`config.mk`:
```
export PLATFORM = sky130hd
export DESIGN_NAME = spad_block_builder
export DESIGN_NICKNAME = d
export VERILOG_FILES = /design/src/rtl/spad_pkg.sv /design/src/rtl/spad_addr_seq.sv /design/src/rtl/spad_byte_sel.sv /design/src/rtl/spad_word_reg.sv /design/src/rtl/spad_block_builder.sv
export SDC_FILE = /design/constraint.sdc
export NUM_CORES = 2
export LEC_CHECK = 0
export CAP_MARGIN = 20
export CORE_AREA = 2 2 435 437
export CTS_BUF_LIST = sky130_fd_sc_hd__clkbuf_4 sky130_fd_sc_hd__clkbuf_8 sky130_fd_sc_hd__clkbuf_16
export CTS_CLUSTER_DIAMETER = 80
export DETAILED_ROUTE_END_ITERATION = 12
export DIE_AREA = 0 0 437 439
export SYNTH_ARGS = -nofsm -noshare
export SYNTH_HDL_FRONTEND = slang
export SYNTH_HIERARCHICAL = 1
export SYNTH_SLANG_ARGS = --single-unit
```
`constraint.sdc`:
```
create_clock -name clk -period 4.3 [get_ports clk]
set_clock_uncertainty 0.15 [all_clocks]
set_input_delay 0.86 -clock clk [delete_from_list [all_inputs] [get_ports clk]]
set_output_delay 0.86 -clock clk [all_outputs]
set_load 0.01 [all_outputs]
```
`src/rtl/spad_pkg.sv`:
```
package spad_pkg;

  typedef enum logic [1:0] {PH_IDLE, PH_FILL, PH_OFFER} phase_t;

  // key length for a parameter-set code; codes 2 and 3 share the largest set
  function automatic int unsigned sel_len(input logic [1:0] ks,
                                          input int unsigned l_a,
                                          input int unsigned l_b,
                                          input int unsigned l_c);
    case (ks)
      2'd0:    return l_a;
      2'd1:    return l_b;
      default: return l_c;
    endcase
  endfunction

  // whole blocks needed for key plus one mandatory pad byte
  function automatic int unsigned blocks_for(input int unsigned len,
                                             input int unsigned rate);
    return (len + rate) / rate;
  endfunction

  // constant for a position outside the key
  function automatic logic [7:0] pad_value(input int unsigned pos,
                                           input int unsigned len,
                                           input int unsigned total);
    logic [7:0] b;
    b = (pos == len) ? 8'h06 : 8'h00;
    if (pos == total - 1) b = b | 8'h80;
    return b;
  endfunction

endpackage

```
`src/rtl/spad_addr_seq.sv`:
```
module spad_addr_seq
  import spad_pkg::*;
#(
  parameter int RATE_BYTES = 136,
  parameter int CW         = 12,
  localparam int SW        = (RATE_BYTES > 1) ? $clog2(RATE_BYTES) : 1
) (
  input  logic          clk,
  input  logic          rst_n,
  input  logic          restart,
  input  logic          fill_go,
  input  logic [CW-1:0] len,
  input  logic [CW-1:0] total,
  output logic          iss_vld,
  output logic [CW-1:0] iss_pos,
  output logic [SW-1:0] iss_slot,
  output logic          iss_in_key,
  output logic [7:0]    iss_pad
);

  logic          active_q;
  logic [SW-1:0] slot_q;
  logic [CW-1:0] pos_q;
  logic          last_slot;

  assign last_slot  = (slot_q == SW'(RATE_BYTES - 1));
  assign iss_vld    = active_q;
  assign iss_pos    = pos_q;
  assign iss_slot   = slot_q;
  assign iss_in_key = active_q && (pos_q < len);
  assign iss_pad    = pad_value(32'(pos_q), 32'(len), 32'(total));

  always_ff @(posedge clk or negedge rst_n) begin
    if (!rst_n) begin
      active_q <= 1'b0;
      slot_q   <= '0;
      pos_q    <= '0;
    end else if (fill_go) begin
      active_q <= 1'b1;
      slot_q   <= '0;
      if (restart) pos_q <= '0;
    end else if (active_q) begin
      pos_q  <= pos_q + 1'b1;
      slot_q <= slot_q + 1'b1;
      if (last_slot) active_q <= 1'b0;
    end
  end


  pos_step_chk: assert property (@(posedge clk) disable iff (!rst_n)
    (active_q && !last_slot && !fill_go) |=> (active_q && pos_q == $past(pos_q) + 1'b1));

endmodule

```
`src/rtl/spad_byte_sel.sv`:
```
module spad_byte_sel #(
  parameter int RATE_BYTES = 136,
  localparam int SW        = (RATE_BYTES > 1) ? $clog2(RATE_BYTES) : 1
) (
  input  logic          clk,
  input  logic          rst_n,
  input  logic          iss_vld,
  input  logic [SW-1:0] iss_slot,
  input  logic          iss_in_key,
  input  logic [7:0]    iss_pad,
  input  logic [7:0]    mem_data,
  output logic          wr_vld,
  output logic [SW-1:0] wr_slot,
  output logic [7:0]    wr_byte,
  output logic          wr_final
);

  logic       key_q;
  logic [7:0] pad_q;

  always_ff @(posedge clk or negedge rst_n) begin
    if (!rst_n) begin
      wr_vld  <= 1'b0;
      wr_slot <= '0;
      key_q   <= 1'b0;
      pad_q   <= 8'h00;
    end else begin
      wr_vld  <= iss_vld;
      wr_slot <= iss_slot;
      key_q   <= iss_in_key;
      pad_q   <= iss_pad;
    end
  end

  assign wr_byte  = key_q ? mem_data : pad_q;
  assign wr_final = wr_vld && (wr_slot == SW'(RATE_BYTES - 1));


  stage_follow_chk: assert property (@(posedge clk) disable iff (!rst_n)
    wr_vld |-> $past(iss_vld));

endmodule

```
`src/rtl/spad_word_reg.sv`:
```
module spad_word_reg #(
  parameter int RATE_BYTES = 136,
  localparam int SW        = (RATE_BYTES > 1) ? $clog2(RATE_BYTES) : 1,
  localparam int BW        = 8 * RATE_BYTES
) (
  input  logic          clk,
  input  logic          rst_n,
  input  logic          wr_vld,
  input  logic [SW-1:0] wr_slot,
  input  logic [7:0]    wr_byte,
  output logic [BW-1:0] word
);

  logic [RATE_BYTES-1:0] lane_en;

  for (genvar g = 0; g < RATE_BYTES; g++) begin : g_lane
    assign lane_en[g] = wr_vld && (wr_slot == SW'(g));
  end

  always_ff @(posedge clk or negedge rst_n) begin
    if (!rst_n) begin
      word <= '0;
    end else begin
      for (int j = 0; j < RATE_BYTES; j++) begin
        if (lane_en[j]) word[8*j +: 8] <= wr_byte;
      end
    end
  end


  one_lane_chk: assert property (@(posedge clk) disable iff (!rst_n)
    $onehot0(lane_en));

endmodule

```
`src/rtl/spad_block_builder.sv`:
```
module spad_block_builder
  import spad_pkg::*;
#(
  parameter int RATE_BYTES = 136,
  parameter int ADDR_W     = 11,
  parameter int LEN_K2     = 800,
  parameter int LEN_K3     = 1184,
  parameter int LEN_K4     = 1568,
  localparam int BW        = 8 * RATE_BYTES,
  localparam int CW        = ADDR_W + 1,
  localparam int SW        = (RATE_BYTES > 1) ? $clog2(RATE_BYTES) : 1
) (
  input  logic              clk,
  input  logic              rst_n,
  input  logic              start_i,
  input  logic [1:0]        kset_i,
  output logic              mem_rd_o,
  output logic [ADDR_W-1:0] mem_addr_o,
  input  logic [7:0]        mem_data_i,
  output logic [BW-1:0]     blk_data_o,
  output logic              blk_valid_o,
  output logic              blk_last_o,
  input  logic              blk_ready_i,
  output logic              done_o
);

  phase_t        phase_q;
  logic [CW-1:0] len_q, tot_q, nblk_q, blk_idx_q;
  logic [CW-1:0] len_sel, nblk_sel, tot_sel;
  logic          start_take, hs, fill_go;

  logic          iss_vld, iss_in_key;
  logic [CW-1:0] iss_pos;
  logic [SW-1:0] iss_slot;
  logic [7:0]    iss_pad;
  logic          wr_vld, wr_final;
  logic [SW-1:0] wr_slot;
  logic [7:0]    wr_byte;

  assign len_sel  = CW'(sel_len(kset_i, LEN_K2, LEN_K3, LEN_K4));
  assign nblk_sel = CW'(blocks_for(32'(len_sel), RATE_BYTES));
  assign tot_sel  = CW'(blocks_for(32'(len_sel), RATE_BYTES) * RATE_BYTES);

  assign blk_valid_o = (phase_q == PH_OFFER);
  assign blk_last_o  = blk_valid_o && (blk_idx_q == nblk_q - 1'b1);
  assign start_take  = (phase_q == PH_IDLE) && start_i;
  assign hs          = blk_valid_o && blk_ready_i;
  assign fill_go     = start_take || (hs && !blk_last_o);

  assign mem_rd_o   = iss_in_key;
  assign mem_addr_o = iss_pos[ADDR_W-1:0];

  spad_addr_seq #(.RATE_BYTES(RATE_BYTES), .CW(CW)) u_seq (
    .clk(clk), .rst_n(rst_n), .restart(start_take), .fill_go(fill_go),
    .len(len_q), .total(tot_q), .iss_vld(iss_vld), .iss_pos(iss_pos),
    .iss_slot(iss_slot), .iss_in_key(iss_in_key), .iss_pad(iss_pad)
  );

  spad_byte_sel #(.RATE_BYTES(RATE_BYTES)) u_sel (
    .clk(clk), .rst_n(rst_n), .iss_vld(iss_vld), .iss_slot(iss_slot),
    .iss_in_key(iss_in_key), .iss_pad(iss_pad), .mem_data(mem_data_i),
    .wr_vld(wr_vld), .wr_slot(wr_slot), .wr_byte(wr_byte), .wr_final(wr_final)
  );

  spad_word_reg #(.RATE_BYTES(RATE_BYTES)) u_word (
    .clk(clk), .rst_n(rst_n), .wr_vld(wr_vld), .wr_slot(wr_slot),
    .wr_byte(wr_byte), .word(blk_data_o)
  );

  always_ff @(posedge clk or negedge rst_n) begin
    if (!rst_n) begin
      phase_q   <= PH_IDLE;
      len_q     <= '0;
      tot_q     <= '0;
      nblk_q    <= '0;
      blk_idx_q <= '0;
      done_o    <= 1'b0;
    end else begin
      done_o <= 1'b0;
      case (phase_q)
        PH_IDLE: if (start_take) begin
          len_q     <= len_sel;
          tot_q     <= tot_sel;
          nblk_q    <= nblk_sel;
          blk_idx_q <= '0;
          phase_q   <= PH_FILL;
        end
        PH_FILL: if (wr_final) phase_q <= PH_OFFER;
        PH_OFFER: if (hs) begin
          if (blk_last_o) begin
            done_o  <= 1'b1;
            phase_q <= PH_IDLE;
          end else begin
            blk_idx_q <= blk_idx_q + 1'b1;
            phase_q   <= PH_FILL;
          end
        end
        default: phase_q <= PH_IDLE;
      endcase
    end
  end


  hold_offer_chk: assert property (@(posedge clk) disable iff (!rst_n)
    (blk_valid_o && !blk_ready_i) |=>
      (blk_valid_o && $stable(blk_data_o) && $stable(blk_last_o)));


  quiet_offer_chk: assert property (@(posedge clk) disable iff (!rst_n)
    blk_valid_o |-> !wr_vld);


  rd_range_chk: assert property (@(posedge clk) disable iff (!rst_n)
    mem_rd_o |-> ({1'b0, mem_addr_o} < len_q));


  done_cause_chk: assert property (@(posedge clk) disable iff (!rst_n)
    done_o |-> $past(hs && blk_last_o));


  done_single_chk: assert property (@(posedge clk) disable iff (!rst_n)
    done_o |=> !done_o);


  tail_bit_chk: assert property (@(posedge clk) disable iff (!rst_n)
    blk_last_o |-> blk_data_o[BW-1]);


  busy_start_chk: assert property (@(posedge clk) disable iff (!rst_n)
    (phase_q != PH_IDLE) |=> $stable(len_q));

endmodule

```
Word level (Yosys, flattened, before mapping)
Cells that the tools add are included.
W data, S select, Z words.
{"block": "classes", "add_sub_neg": 6, "n_mul": 1, "div": 1, "n_lt_le_gt_ge": 1, "eq_ne": 147, "n_mux": 23, "n_reduce_logical": 152}
{"cell": "$eq A8 B7 Y1 const B", "n": 64}
{"cell": "$eq A8 B6 Y1 const B", "n": 32}
{"cell": "$logic_and A1 B1 Y1", "n": 141}
{"cell": "$eq A8 B5 Y1 const B", "n": 16}
{"cell": "$eq A8 B8 Y1 const B", "n": 9}
{"cell": "$eq A8 B4 Y1 const B", "n": 8}
{"cell": "$mux W12", "n": 5}
{"cell": "$div A32 B8 Y32 const B", "n": 1}
{"cell": "$eq A12 B32 Y1", "n": 1}
{"cell": "$eq A8 B3 Y1 const B", "n": 4}
{"cell": "$mul A32 B5 Y9 const B", "n": 1}
{"cell": "$mux W8", "n": 4}
{"cell": "$add A12 B1 Y12 const B", "n": 2}
{"cell": "$eq A12 B12 Y1", "n": 2}
{"cell": "$pmux W12 S2", "n": 1}
{"cell": "$pmux W11 S2", "n": 1}
{"cell": "$eq A8 B2 Y1 const B", "n": 2}
{"cell": "$add A12 B8 Y13 const B", "n": 1}
{"cell": "$sub A12 B1 Y13 const B", "n": 1}
{"cell": "$lt A12 B12 Y1", "n": 1}
{"cell": "$sub A12 B1 Y12 const B", "n": 1}
{"cell": "$add A8 B1 Y8 const B", "n": 1}
{"cell": "$eq A8 B1 Y1 const B", "n": 1}
{"cell": "$logic_not A8 Y1", "n": 1}
{"cell": "other kinds (15)", "n": 30}
{"block": "totals", "register_bits": 1175, "input_bits": 14, "out_inout_bits": 1103, "word_cells": 480}

Logic depth before layout (Yosys ltp)
{"block": "depth", "ltp_word": 8, "mapped_depth": 16, "depth_no_buf": 15}

Cells and area by module
Netlist, hierarchy kept.
{"mod": "spad_word_reg", "instances": 1, "cells_each": 2531, "area_per_inst_um2": 42172.9}
{"mod": "spad_addr_seq", "instances": 1, "cells_each": 209, "area_per_inst_um2": 1756.7}
{"mod": "spad_block_builder", "instances": 1, "cells_each": 136, "area_per_inst_um2": 1356.3}
{"mod": "spad_byte_sel", "instances": 1, "cells_each": 31, "area_per_inst_um2": 575.6}

Worst setup path before layout
No wires, ideal clock.
{"block": "synth_timing", "kind": "register to register", "start": "register nblk_q[0]", "end": "register u_seq.pos_q[8], in the netlist u_seq/iss_pos[8]", "setup_time_ps": 78, "arrival_ps": 3429, "required_ps": 4072, "setup_slack_ps": 643, "stages_incl_launch_ff": 15, "path_buffers": 0, "cell_sequence": "dfrtp_1 -> inv_1 -> ha_1 -> nor3b_1 -> ha_1 -> xor2_1 -> nand4_1 -> nor3_1 -> a31oi_4 -> nor2_2 -> inv_1 -> mux2i_1 -> or4b_1 -> or3_1 -> a21oi_1"}
{"block": "synth_between", "elab_chain_len": 8, "word_cells_on_any_way": 10, "cone_classes": "add/sub: 1; eq/ne: 2; mux: 1; reduce/logical: 6"}
{"element": "start: declaration", "line_no": "spad_block_builder.sv:28", "rtl": "logic [CW-1:0] len_q, tot_q, nblk_q, blk_idx_q;"}
{"element": "start signal: assignment", "line_no": "spad_block_builder.sv:84", "rtl": "nblk_q <= nblk_sel;"}
{"element": "$sub A12 B1 Y12 *", "line_no": "spad_block_builder.sv:45", "rtl": "assign blk_last_o = blk_valid_o && (blk_idx_q == nblk_q - 1'b1);"}
{"element": "$eq A12 B12 Y1 *", "line_no": "spad_block_builder.sv:45"}
{"element": "$logic_and A1 B1 Y1 *", "line_no": "spad_block_builder.sv:45"}
{"element": "$logic_not A1 Y1 *", "line_no": "spad_block_builder.sv:48", "rtl": "assign fill_go = start_take || (hs && !blk_last_o);"}
{"element": "$logic_and A1 B1 Y1 *", "line_no": "spad_block_builder.sv:48"}
{"element": "$logic_or A1 B1 Y1 *", "line_no": "spad_block_builder.sv:48"}
{"element": "via fill_go", "line_no": "spad_block_builder.sv:30", "rtl": "logic start_take, hs, fill_go;"}
{"element": "$ne A2 B2 Y1 (no source line) / $reduce_bool A2 Y1 (equally long branches)"}
{"element": "$reduce_and A2 Y1 (no source line)"}
{"element": "end signal: assignment", "line_no": "spad_addr_seq.sv:43", "rtl": "pos_q <= pos_q + 1'b1;"}
{"element": "end: declaration", "line_no": "spad_addr_seq.sv:23", "rtl": "logic [CW-1:0] pos_q;"}
Mark *: on every way through the listed nets, which the timed path passes. The rest lies on a longest branch.
A chain may end at the register's enable or synchronous reset.

Final worst setup path
{"block": "layout_timing", "start": "register u_seq.pos_q[1], in the netlist u_seq/iss_pos[1]", "end": "output mem_rd_o"}
{"block": "layout_between", "elab_chain_len": 2}
{"element": "$lt A12 B12 Y1", "line_no": "spad_addr_seq.sv:30", "rtl": "assign iss_in_key = active_q && (pos_q < len);"}
{"element": "$logic_and A1 B1 Y1", "line_no": "spad_addr_seq.sv:30"}
{"element": "end: declaration", "line_no": "spad_block_builder.sv:17", "rtl": "output logic mem_rd_o,"}
Every way passes these cells.

==> run metrics <==
Inst Count DP 6447; post-route minimum period 4090 ps; Via density 4.40; fin crit share 95.1%; Avg Synthesized Cell Area 15.8 sq um; Post-Route WL 170000 microns; endpoint type of the worst setup path primary output; fin. max-slew vios 0; VDD IR max 0.361 mV; Die H 439 microns; sequential-to-total area share from yosys stat 62.9%; NumNets Final 4123; vias in the first global route 30700; Worst Path Max Fanout 7; core area 187000 sq um; Filler cells 18200; 1st-iter DRT viols 1549; Required @ worst endpoint 3290 ps; FF-to-FF setup slack 790 ps; clk sinks 1152; RSZ-0062 raised after global routing false; maxcap violations 0; worst skew pair latency 790 ps; synth warn 6; post-synthesis register bit count 1152; number of flops mapped to enable cells by yosys 0; vias 29400; pin count of the biggest net entering global routing 118; Final HPWL DP 120000 microns; Avg WL per Cell 25.4 microns; share of the core filled with cells 34.8%; final setup vio count 0; Max Freq 245 MHz; WP data arrival 3080 ps; buffers added on ports 1116; Final Hold Vio Count 0; worst reg2reg path depth 15; first-pass GRT wire length 239000 microns; unique cell type count in the Yosys netlist 71; Slew @ Worst Pin 1090 ps; cell area power density 530 nW/um^2; Num CTS Buffers 134; maximum root-to-sink buffer count 3; DRT antenna net count 0; clock transition at the registers of the reported paths 60 ps; CTS tree built; crit start category flip-flop; Die Wd 437 microns; power consumption 34600 uW; top-level port count 1117; GPL Wtd Cong 0.810; Rows 159; Root Driver clkbuf_16; relative slew slack 27.4%; Gate Count Post-Synth 2907; crit path kind flip-flop to primary output; most common cell in the netlist dfrtp_1; run status finished clean; GRT Overall Usage 17.3%; Worst Hold Path Cells 0; area delta synth->final 42.1%; Sequential Area 28800 sq um; 1st-pass router iterations 7; overflow left after global routing 0; top-area cell type share of the netlist area 62.9%; fin cells 6678; DR DRC count 0; die area 192000 sq um; multi-input logic area 16400 sq um; Setup TNS Final 0 ps; worst hold-check path type flip-flop to flip-flop; top post-synthesis cells by count 1152 x dfrtp_1, 1077 x mux2_2, 137 x clkbuf_1, 42 x nor3_2, 37 x nor3_4; Initial Utilization 24.5%; Synth Flop Type dfrtp_1; antenna violations before repair 3; layout cell share with drive strength beyond 1 37.1%; Leak Pwr 0.0297 uW; Async SR Flop Fraction 100%; H-tree depth 4; Synth area leaders dfrtp_1 63%, mux2_2 26%, nor3_4 1.3%; Yosys top cell by area dfrtp_1; mapped cell area 45900 sq um
[metrics by stage]
step | hold slack (ps) | setup slack (ps) | area, sq um
4_1_cts | 295 | 109 | 65200
5_1_grt | 295 | 27.6 | 65200
6_report | 291 | 211 | 65200
2_1_floorplan | 242 | 643 | 46000
3_5_place_dp | 280 | 407 | 60600
3_3_place_gp | 264 | 369 | 60600
[worst max-delay path, stage by stage (launching register included)]
cell and delay (ps):
dfrtp_1 530, ha_1 300, nor2b_1 130, o21a_1 150, o21ai_0 150, nand2b_1 80
a211oi_1 300, clkdlybuf4s50_1 670
[report_power, final]
part	switching, uW	total (uW)	internal, uW
Sequential	1080	13700	12600
Combinational	4670	9340	4680
Clock	4750	11500	6800
[routing by layer]
metal / part of all wire, % / vias up / track usage [%] / wire, microns
li1: - / 12700 / - / -
met5: 0 / - / 0 / 0
met4: 3.8 / 0 / 6.94 / 6490
met1: 39 / 15600 / 20.4 / 67000
met2: 51 / 836 / 29.9 / 86400
met3: 5.9 / 259 / 4.57 / 10000
[flip-flops by register name (all words and copies together), names as in the netlist]
register,flops
u_sel/wr_vld,1
done_o,1
len_q,4
phase_q,2
nblk_q,5
u_sel/key_q,1
u_sel/pad_q,8
tot_q,1
u_word/word,1088
u_seq/iss_vld,1
blk_idx_q,12
u_seq/iss_pos,12
u_sel/wr_slot,8
u_seq/iss_slot,8
[logic make-up after synthesis]
family	Yosys count	synth area share, %
compound gates	51	0.816
xor+xnor	36	0.688
fa+ha+maj	18	0.491
buf+inv	217	2.04
flops	1152	62.9
mux	1105	27.2
other cells	2	0.0164
simple gates	326	5.85
[timing repair]
action | in CTS | in global routing
endpoints found under the hold margin | 25 | 0
hold buffers | 1 | 0
endpoints found under the setup margin | 1 | 0
resized for setup | 6 | 0
setup buffers | 2 | 0
[cell usage in the layout (no fill, tap or decap), types with 13 or more instances in the layout]
cell / netlist / final
nand4_1: 28 / 28
ha_1: 18 / 18
buf_12: 1 / 23
xor2_1: 22 / 22
xnor2_1: 14 / 14
clkbuf_4: 0 / 24
nand3_1: 30 / 28
nor3_4: 37 / 40
clkdlybuf4s50_1: 0 / 1114
mux2_2: 1077 / 1069
nor3_2: 42 / 39
nor2_1: 32 / 31
nand2_1: 35 / 34
buf_4: 8 / 76
clkbuf_8: 0 / 29
inv_1: 24 / 24
mux2_4: 16 / 16
conb_1: 2 / 26
clkbuf_16: 0 / 139
nor4_4: 13 / 13
o21ai_0: 14 / 14
dfrtp_1: 1152 / 1151
[cell type report]
type	instances	share of cell area [%]
Antenna cell	2	0.00768
Clock inverter	34	0.684
Timing Repair Buffer	1216	18.7
Tap cell	2495	4.79
Sequential cell	1152	44.2
Inverter	25	0.144
Multi-Input combinational cell	1562	25.2
Clock buffer	192	6.23
[path summary, 6_finish.rpt]
kind / start / end
worst max-delay path: u_seq/iss_pos[1]$_DFFE_PN0P_ / mem_rd_o
worst min-delay path: u_seq/iss_slot[1]$_DFFE_PN0P_ / u_sel/wr_slot[1]$_DFF_PN0_
worst max register to register: nblk_q[0]$_DFFE_PN0P_ / u_seq/iss_pos[8]$_DFFE_PN0P_
worst min register to register: u_seq/iss_slot[1]$_DFFE_PN0P_ / u_sel/wr_slot[1]$_DFF_PN0_
max in group asynchronous: rst_n / u_word/word[981]$_DFFE_PN0P_
min in group asynchronous: rst_n / u_word/word[173]$_DFFE_PN0P_
(Power assumes the default switching activity.)
